## src/rtl/quad_fetch.sv

```systemverilog
module quad_fetch #(
  parameter int WORD_W = 32,
  parameter int LANES  = 4,
  parameter int ROWS   = 4,
  localparam int IDX_W = $clog2(LANES * ROWS)
) (
  input  logic                    clk,
  input  logic                    rst_n,
  input  logic                    fill_en,
  input  logic [IDX_W-1:0]        fill_idx,
  input  logic [WORD_W-1:0]       fill_data,
  input  logic                    fetch_en,
  input  logic [IDX_W-1:0]        fetch_start,
  output logic [LANES*WORD_W-1:0] out_words,
  output logic                    out_valid,
  output logic                    out_err
);
  localparam int LB = $clog2(LANES);
  localparam int RB = $clog2(ROWS);
  localparam int MAX_START = LANES * ROWS - LANES;

  logic [WORD_W-1:0] mem [LANES][ROWS];
  logic [WORD_W-1:0] raw [LANES];
  logic [RB-1:0]     row_sel [LANES];
  logic [LB-1:0]     rot_q;

  wire [LB-1:0] s_bank = fetch_start[LB-1:0];
  wire [RB-1:0] s_row  = fetch_start[IDX_W-1:LB];
  wire          in_rng = fetch_start <= IDX_W'(MAX_START);
  wire          accept = fetch_en && in_rng;

  always_ff @(posedge clk)
    if (fill_en) mem[fill_idx[LB-1:0]][fill_idx[IDX_W-1:LB]] <= fill_data;

  always_comb
    for (int b = 0; b < LANES; b++)
      row_sel[b] = (LB'(b) < s_bank) ? s_row + RB'(1) : s_row;

  always_ff @(posedge clk or negedge rst_n) begin
    if (!rst_n) begin
      for (int b = 0; b < LANES; b++) raw[b] <= '0;
      rot_q     <= '0;
      out_valid <= 1'b0;
      out_err   <= 1'b0;
    end else begin
      out_valid <= accept;
      out_err   <= fetch_en && !in_rng;
      if (accept) begin
        for (int b = 0; b < LANES; b++) raw[b] <= mem[b][row_sel[b]];
        rot_q <= s_bank;
      end
    end
  end

  for (genvar k = 0; k < LANES; k++) begin : g_lane
    wire [LB-1:0] src = LB'(k) + rot_q;
    assign out_words[k*WORD_W +: WORD_W] = raw[src];
  end
endmodule

```

## config.mk

```make
export PLATFORM = sky130hd
export DESIGN_NAME = quad_fetch
export DESIGN_NICKNAME = d
export VERILOG_FILES = /design/src/rtl/quad_fetch.sv
export SDC_FILE = /design/constraint.sdc
export NUM_CORES = 1
export LEC_CHECK = 0
export ABC_AREA = 1
export BUFFER_PORTS_ARGS = -buffer_cell sky130_fd_sc_hd__buf_2
export CAP_MARGIN = 20
export CORE_MARGIN = 2
export CORE_UTILIZATION = 45
export CTS_CLUSTER_SIZE = 28
export DETAILED_ROUTE_END_ITERATION = 10
export HOLD_SLACK_MARGIN = 0.15
export PLACE_DENSITY_LB_ADDON = 0.05
export SLEW_MARGIN = 10
export SYNTH_ARGS = -nofsm -noshare
export SYNTH_HDL_FRONTEND = slang
export SYNTH_SLANG_ARGS = --single-unit
```

## constraint.sdc

```tcl
create_clock -name clk -period 1.8 [get_ports clk]
set_input_delay 0.09 -clock clk [delete_from_list [all_inputs] [get_ports clk]]
set_output_delay 0.09 -clock clk [all_outputs]
set_load 0.02 [all_outputs]
```

### Yosys cells after proc, flatten, opt, wreduce, memory -nomap -nowiden

Memories as Yosys holds them, arrays and structs flattened.
Index checks and enable logic that the tools add are counted.

* bitwise operators: 9
* magnitude comparators: 15
* add/subtract/negate cells: 4
* reduce and logical (&&, ||, !) cells: 4
* multiplexer cells: 32

Operators by type and width (number)
* 32-bit 2-to-1 mux: 17
* 32-bit binary-select mux with 2-bit select: 8
* 128-bit 2-to-1 mux: 1
* 32-bit demux with 2-bit select: 1
* 3-bit >= comparator (second input constant): 9
* 2-bit NOT with 3-bit output: 9
* 2-bit 2-to-1 mux: 4
* 2-bit adder (first input constant): 2
* 4-bit less-or-equal comparator (second input constant): 1
* 1-bit by 2-bit less-than comparator with 1-bit output (first input constant): 2
* 2-bit less-than comparator (first input constant): 2
* 1-bit logical AND: 3
* 3-bit by 1-bit less-than comparator with 1-bit output (second input constant): 1
* 1-bit by 2-bit adder with 2-bit output (first input constant): 1
* 2-bit by 1-bit adder with 2-bit output (second input constant): 1
* 1-bit logical NOT: 1
* 1-bit 2-to-1 mux: 1

* input port bits: 44
* memory bits (writable): 512
* output and inout port bits: 130
* memories kept: 1
* logic and storage cells: 72
* flip-flop bits (word level): 132

Memories
* mem: words 4, bits a word 128, read ports 4, clocked after Yosys merged registers in 0, write ports 1, RTL line 22 `logic [WORD_W-1:0] mem [LANES][ROWS];`

### Depth between registers and ports, before layout

Gate-level depths: netlist of run 1.

* word-level depth: 6
* gate-level depth with buffers: 11
* mapped depth without buffers: 9

### Worst setup path after synthesis of run 1

Ideal clock, no wire load.

* path type: input to register
* from: input port fill_idx[3]
* to: memory mem[0][100] in the netlist's numbering, enable pin
* arrival time: 1.639 ns
* library setup time: 0.421 ns
* path buffers: 0
* stages: 3
* required time: 1.379 ns
* setup slack: -0.260 ns
* cell sequence: inv_1 nand3_1 nor2_1

* cells in the longest elaborated chain, start to end: 6
* elaborated cells between the ends (all ways): 7
* classes of those cells: order compare (2); mux (3); bitwise (1); reduce/logical (1)

RTL lines
* start: declaration: RTL line 10 `input logic [IDX_W-1:0] fill_idx,`
* 2-bit NOT with 3-bit output (implied by the code) *: RTL line 33 `if (fill_en) mem[fill_idx[LB-1:0]][fill_idx[IDX_W-1:LB]] <= fill_data;`
* 3-bit >= comparator (implied by the code) or 3-bit by 1-bit less-than comparator with 1-bit output (tied branches): RTL line 33
* 1-bit logical AND (implied by the code): RTL line 33
* 32-bit 2-to-1 mux (implied by the code): RTL line 33
* 32-bit demux with 2-bit select *: RTL line 33
* 128-bit 2-to-1 mux (implied by the code) *: RTL line 33
* end: declaration: RTL line 22

Every way passes the cells marked *; elsewhere a longest branch is shown, timed or not.

### Final worst setup path of run 1

* from: register rot_q[0]
* to: output port out_words[116]

* cells in the longest elaborated chain, start to end: 5

RTL lines
* start: declaration: RTL line 25 `logic [LB-1:0] rot_q;`
* start signal: assignment: RTL line 50 `rot_q <= s_bank;`
* 2-bit adder: RTL line 56 `wire [LB-1:0] src = LB'(k) + rot_q;`
* 2-bit NOT with 3-bit output (implied by the code): RTL line 57 `assign out_words[k*WORD_W +: WORD_W] = raw[src];`
* 32-bit binary-select mux with 2-bit select: RTL line 57
* 32-bit 2-to-1 mux (implied by the code) (2 in a row): RTL line 57
* end: declaration: RTL line 14 `output logic [LANES*WORD_W-1:0] out_words,`

No other way between the ends. The select of a mux whose other input is x is not followed.

==> results of run 1 <==
## state kept, by name (all words and copies together), names as in the netlist
signal,count
out_valid,1
rot_q,2
raw,128
mem,512
out_err,1
## metal layers
layer / routed length, um / vias to the layer above / part of all wire, %
met5: 0 / - / 0
met4: 2114 / 0 / 2.2
met3: 6843 / 115 / 7.0
met2: 45600 / 892 / 47
met1: 43370 / 11133 / 44
li1: - / 10599 / -
## cells by family after synthesis
group,after synthesis
simple gates,1300
buf+inv,695
flops,644
compound gates,423
xor+xnor,1
fa+ha+maj,1
## power groups by stage
stage / Sequential [mW] / Clock (mW) / Combinational (mW)
floorplan: 17.3 / 0 / 4.36
global placement: 17.5 / 0 / 8.05
global route: 17.3 / 15.1 / 12.1
finish: 17.3 / 14.2 / 11.4
CTS: 17.2 / 14.5 / 9.91
detailed placement: 17.5 / 0 / 8.11
## what timing repair did
action	in CTS	in global routing
gates resized for setup	364	316
setup buffers	11	3
cloned	12	12
pin swaps	18	31
endpoints found under the setup margin	128	142
hold endpoints to repair	656	0
hold buffers	40	0
## cell type report
cell class,instances,area share [%]
clock buffers,100,5.304
well taps,846,2.796
diodes,1,0.006609
multi-input cells,1725,23.29
flip-flops and latches,644,49.35
clock inverters,28,0.6940
inverters,524,5.202
repair buffers,432,13.35
## critical path, delay by kind of cell (launching register included)
family / cells / cell delay (ns)
xor gates and xnor gates: 1 / 0.14
AOI/OAI and AO/OA: 1 / 0.13
buffers and inverters: 6 / 0.87
DFF: 1 / 0.50
## worst paths after layout
kind                                      from             end  slack [ns]  cells past startpoint
worst max-delay path                  rot_q[0]  out_words[116]       -0.55                      8
worst min-delay path            fetch_start[2]         raw[46]        0.17                      5
worst max register to register        rot_q[1]        rot_q[1]        0.59                      4
worst min register to register         raw[51]         raw[51]        0.52                      2
max in group asynchronous                rst_n          raw[9]        0.86                      4
min in group asynchronous                rst_n         raw[52]        0.64                      4
## cell usage after synthesis, types with 3 or more instances
master	n	area, sq um
o21ai_0	227	1136
a21oi_1	64	320.3
buf_4	14	105.1
clkbuf_1	44	165.2
nand2_2	5	31.28
dfrtp_1	132	3303
buf_2	103	515.5
inv_2	6	22.52
o21ai_1	96	480.5
nand3_1	295	1476
o21ai_2	3	26.28
nor2_1	145	544.3
nand2_1	853	3202
buf_1	9	33.78
o22ai_1	32	200.2
inv_1	517	1941
edfxtp_1	512	15370
## stage by stage
stage	power (mW)	util [%]	cells	TNS [ns]	instance area, sq um
after floorplan	21.68	-	3064	-113.28	28960
after global placement	25.55	51.19	4097	-1.946	32410
after detailed placement	25.62	51.19	4097	-1.841	32410
after CTS	41.59	57.70	4286	-59.43	36530
after global routing	44.46	59.80	4300	-61.59	37860
final	42.89	59.80	4300	-55.26	37860
==> flow_metrics.env, run 1 <==
export IMPL_outcome="complete, but fails checks"
export IMPL_violations="setup timing"
export IMPL_grt_use_total_pct=29.06
export IMPL_swShare_pct=30.48
export IMPL_clock_latency_ns=0.61
export IMPL_yosysWarnings=0
export IMPL_setup_viol=128
export IMPL_max_stage_delay_ns=0.50
export IMPL_area_delta_synth_final_pct=30.78
export IMPL_gp_congestion=0.9441
export IMPL_met2_usage_pct=46.29
export IMPL_ios=174
export IMPL_maxSlewHeadroom_pct=57.35
export IMPL_cts_made_buffers=71
export IMPL_synthFlopType="edfxtp_1"
export IMPL_setup_ws_ns=-0.5452
export IMPL_antenna_found_initial=3
export IMPL_use_met1_pct=42.16
export IMPL_power_frac_comb_pct=26.6
export IMPL_drive_gt1_share_pct=22.01
export IMPL_synth_top_family_by_area="simple AND/OR/NAND/NOR gates"
export IMPL_die_area_sq_um=66380
export IMPL_mostFrequentLayoutCell="nand2_1"
export IMPL_grt_first_pass_wirelength_mm=140.5
export IMPL_vias=22739
export IMPL_postSynth_asyncResetShare_pct=20.50
export IMPL_post_synth_num_cell_types=24
export IMPL_regArea_sq_um=18690
export IMPL_cp_start_kind="flip-flop"
export IMPL_tritoncts="done"
export IMPL_final_setup_skew_ns=0.02363
export IMPL_drt_initial_drc_count=2146
export IMPL_max_cap_violations=0
export IMPL_post_route_period_util_pct=130.3
export IMPL_clock_fmax_mhz=426.4
export IMPL_fillers=5359
export IMPL_finalHoldViolCount=0
export IMPL_internal_power_mw=29.82
export IMPL_cts_buffer_depth=3
export IMPL_crit_chain="buf_12 -> xnor2_4 -> buf_12 -> buf_12 -> buf_16 -> buf_8 -> a21oi_4 -> buf_6"
export IMPL_wl_per_cell_um=22.77
export IMPL_ys_seq_area_share_pct=64.52
export IMPL_rsz0062_at_grt="yes"
export IMPL_synth_seq_cells=644
export IMPL_seqPwrFrac_pct=40.3
export IMPL_synth_compound_area_share_pct=7.529
export IMPL_dp_slack_ns=-0.1810
export IMPL_dpl_hpwl_mm=62.58
export IMPL_setup_worst_path_class="flip-flop to output port"
export IMPL_viasPerCell=5.288
export IMPL_io_buffers=173
export IMPL_min_period_ns=2.345
export IMPL_synth_xor_area_share_pct=0.03025
export IMPL_pwr_share_clk_pct=33.2
export IMPL_synthesis_instances=3064
export IMPL_slowest_stage="dfrtp_4"
export IMPL_arrival_ns=2.26
export IMPL_cts_root_buf="clkbuf_16"
export IMPL_die_h_um=257.6
export IMPL_crit_path_end_kind="output port"
export IMPL_cp_max_fo=8
export IMPL_power_density_nw_per_um2=1133
export IMPL_grt_overflow_total=0
export IMPL_clk_pin_slew_ns=0.06
export IMPL_fin_hold_ws_ns=0.1680
export IMPL_p_leak_nw=16.51
export IMPL_slew_viol_final=0
export IMPL_synth_adder_area_share_pct=0.04322
export IMPL_avgSynthCellArea_sq_um=9.449
export IMPL_synthMuxAreaShare_pct=0
export IMPL_cp_required_ns=1.71
export IMPL_crit_top_cell="buf_12"
export IMPL_worst_pin_slew_ns=0.6397
export IMPL_initial_core_util_pct=45.73
export IMPL_die_x_um=257.6
export IMPL_syn_area_sq_um=28950
export IMPL_drc=0
export IMPL_row_count=92
export IMPL_p_switching_mw=13.07
export IMPL_core_area_sq_um=63310
export IMPL_final_cell_mix="813 x nand2_1, 512 x edfxtp_1, 497 x inv_1, 295 x nand3_1, 144 x buf_4"
export IMPL_peakVddDrop_v=0.0007415
export IMPL_drtPass1Iterations=5
export IMPL_synth_simple_area_share_pct=18.21
export IMPL_synth_fp_nets=3109
export IMPL_cts_sinks=644
export IMPL_htreeDepth=3
export IMPL_grt_max_degree=65
export IMPL_nets=3443
export IMPL_grt_pass1_vias=20821
export IMPL_grt_busiest_layer="met2"
export IMPL_multiInputGateArea_sq_um=8818
export IMPL_min_path_type="primary input to flip-flop"
export IMPL_synth_edf_count=512
export IMPL_wl_mm=97.93
export IMPL_met3_usage_pct=3.926
export IMPL_antenna_left=0
(Power assumes the default switching activity.)
==> run 2: changes to the inputs <==
Settings changed: CORE_ASPECT_RATIO set to 0.5, PLACE_DENSITY_LB_ADDON 0.05 to not set.
==> flow_metrics.env, run 2 (synthesis results as in run 1) <==
export IMPL_outcome="complete, but fails checks"
export IMPL_violations="setup timing"
export IMPL_swShare_pct=30.31
export IMPL_maxSlewHeadroom_pct=59.41
export IMPL_drive_gt1_share_pct=15.75
export IMPL_gp_congestion=0.9058
export IMPL_power_frac_comb_pct=22.8
export IMPL_cts_made_buffers=58
export IMPL_grt_overflow_total=0
export IMPL_grt_max_degree=130
export IMPL_setup_viol=128
export IMPL_antenna_left=0
export IMPL_largest_reg_flops=512
export IMPL_cp_required_ns=1.71
export IMPL_grt_use_total_pct=26.46
export IMPL_crit_top_cell="buf_4"
export IMPL_dpl_hpwl_mm=58.43
export IMPL_worst_pin_slew_ns=0.6088
export IMPL_drtPass1Iterations=5
export IMPL_clock_latency_ns=0.63
export IMPL_power_mw=38.70
export IMPL_tritoncts="done"
export IMPL_cts_root_buf="clkbuf_16"
export IMPL_die_h_um=183.4
export IMPL_cp_start_kind="flip-flop"
export IMPL_antenna_found_initial=0
export IMPL_vias=21993
export IMPL_fillers=5414
export IMPL_wl_mm=88.46
export IMPL_seqPwrFrac_pct=44.4
export IMPL_slowest_stage="dfrtp_4"
export IMPL_pwr_share_clk_pct=32.8
export IMPL_area_delta_synth_final_pct=21.21
export IMPL_mostFrequentLayoutCell="nand2_1"
export IMPL_viasPerCell=5.209
export IMPL_placed_cell_area_sq_um=31980
export IMPL_core_area_sq_um=63350
export IMPL_p_leak_nw=15.51
export IMPL_slew_viol_final=0
export IMPL_io_buffers=173
export IMPL_min_period_ns=2.364
export IMPL_power_density_nw_per_um2=1103
export IMPL_fin_area_sq_um=35090
export IMPL_clk_pin_slew_ns=0.07
export IMPL_crit_path_end_kind="output port"
export IMPL_rsz0062_at_grt="yes"
export IMPL_ios=174
export IMPL_die_area_sq_um=66500
export IMPL_max_cap_violations=0
export IMPL_peakVddDrop_v=0.0006968
export IMPL_grt_pass1_vias=20077
export IMPL_final_setup_skew_ns=0.01959
export IMPL_setup_ws_ns=-0.5641
export IMPL_initial_core_util_pct=45.70
export IMPL_n_antenna_cell=0
export IMPL_clock_fmax_mhz=423.0
export IMPL_grt_first_pass_wirelength_mm=129.5
export IMPL_min_path_type="primary input to flip-flop"
export IMPL_drt_initial_drc_count=2306
export IMPL_internal_power_mw=26.97
export IMPL_drc=0
export IMPL_crit_chain="buf_12 -> buf_8 -> buf_4 -> o21ai_1 -> a21oi_1 -> buf_4"
export IMPL_cts_sinks=644
export IMPL_setup_worst_path_class="flip-flop to output port"
export IMPL_max_stage_delay_ns=0.52
export IMPL_p_switching_mw=11.73
export IMPL_final_cell_mix="849 x nand2_1, 512 x edfxtp_1, 507 x inv_1, 295 x nand3_1, 189 x buf_4"
export IMPL_cts_buffer_depth=3
export IMPL_finalHoldViolCount=0
export IMPL_wl_per_cell_um=20.95
export IMPL_htreeDepth=2
export IMPL_row_count=65
export IMPL_nets=3380
export IMPL_cp_max_fo=8
export IMPL_final_util_pct=55.39
export IMPL_arrival_ns=2.27
export IMPL_die_x_um=362.7
export IMPL_post_route_period_util_pct=131.3
-- run 2: final timing paths --
kind                                start            end  slack (ns)  cells past startpoint
max                              rot_q[0]  out_words[27]       -0.56                      6
max in group asynchronous           rst_n       raw[122]        0.87                      4
min in group asynchronous           rst_n       raw[107]        0.67                      4
min                        fetch_start[2]         raw[0]        0.21                      6
min reg2reg                       raw[34]        raw[34]        0.51                      2
max reg2reg                      rot_q[0]       rot_q[0]        0.48                      4
-- run 2: layer usage --
metal	wire, um	GRT usage, %
met1	37310	36.58
met2	41040	42.63
met3	6810	3.966
met5	0	0
met4	3297	9.876
-- run 2: timing repair --
action                                 CTS  global route
hold buffers                            39             0
gates cloned                             1             2
endpoints found under the hold margin  706             0
setup endpoints to repair              128           128
buffers inserted                         5             2
pin swaps                                9             5
resized for setup                      237            65
-- run 2: power groups by stage --
stage	registers [mW]	clock network [mW]	logic [mW]
after floorplan	17.3	0	4.36
after global placement	17.4	0	7.74
after detailed placement	17.4	0	7.80
after CTS	17.2	12.8	8.61
after global routing	17.2	13.4	9.48
final	17.2	12.7	8.84
-- run 2: metrics by stage --
step	worst slack, ns	TNS [ns]	hold slack [ns]	instances
after detailed placement	-0.3824	-3.882	0.04973	4064
after floorplan	-0.2597	-113.28	-0.2056	3064
after CTS	-0.5861	-60.83	0.1718	4219
final	-0.5641	-58.66	0.2053	4222
after global placement	-0.3660	-3.545	0.05345	4064
after global routing	-0.6330	-67.98	0.2247	4222
-- run 2: final cells by class --
class	count	area, sq um	area share (%)
clock buffer	76	1600	4.561
tap	837	1047	2.984
multi-input combinational	1725	7898	22.51
inverter	524	1974	5.627
timing repair buffer	382	3556	10.13
sequential	644	18690	53.25
clock inverter	34	329.1	0.9378
-- run 2: worst max-delay path: cells and delay by family, from the launching register on --
family	cells	cell delay (ns)
buffers and inverters	4	0.64
DFF	1	0.52
AOI/OAI and AO/OA	2	0.48
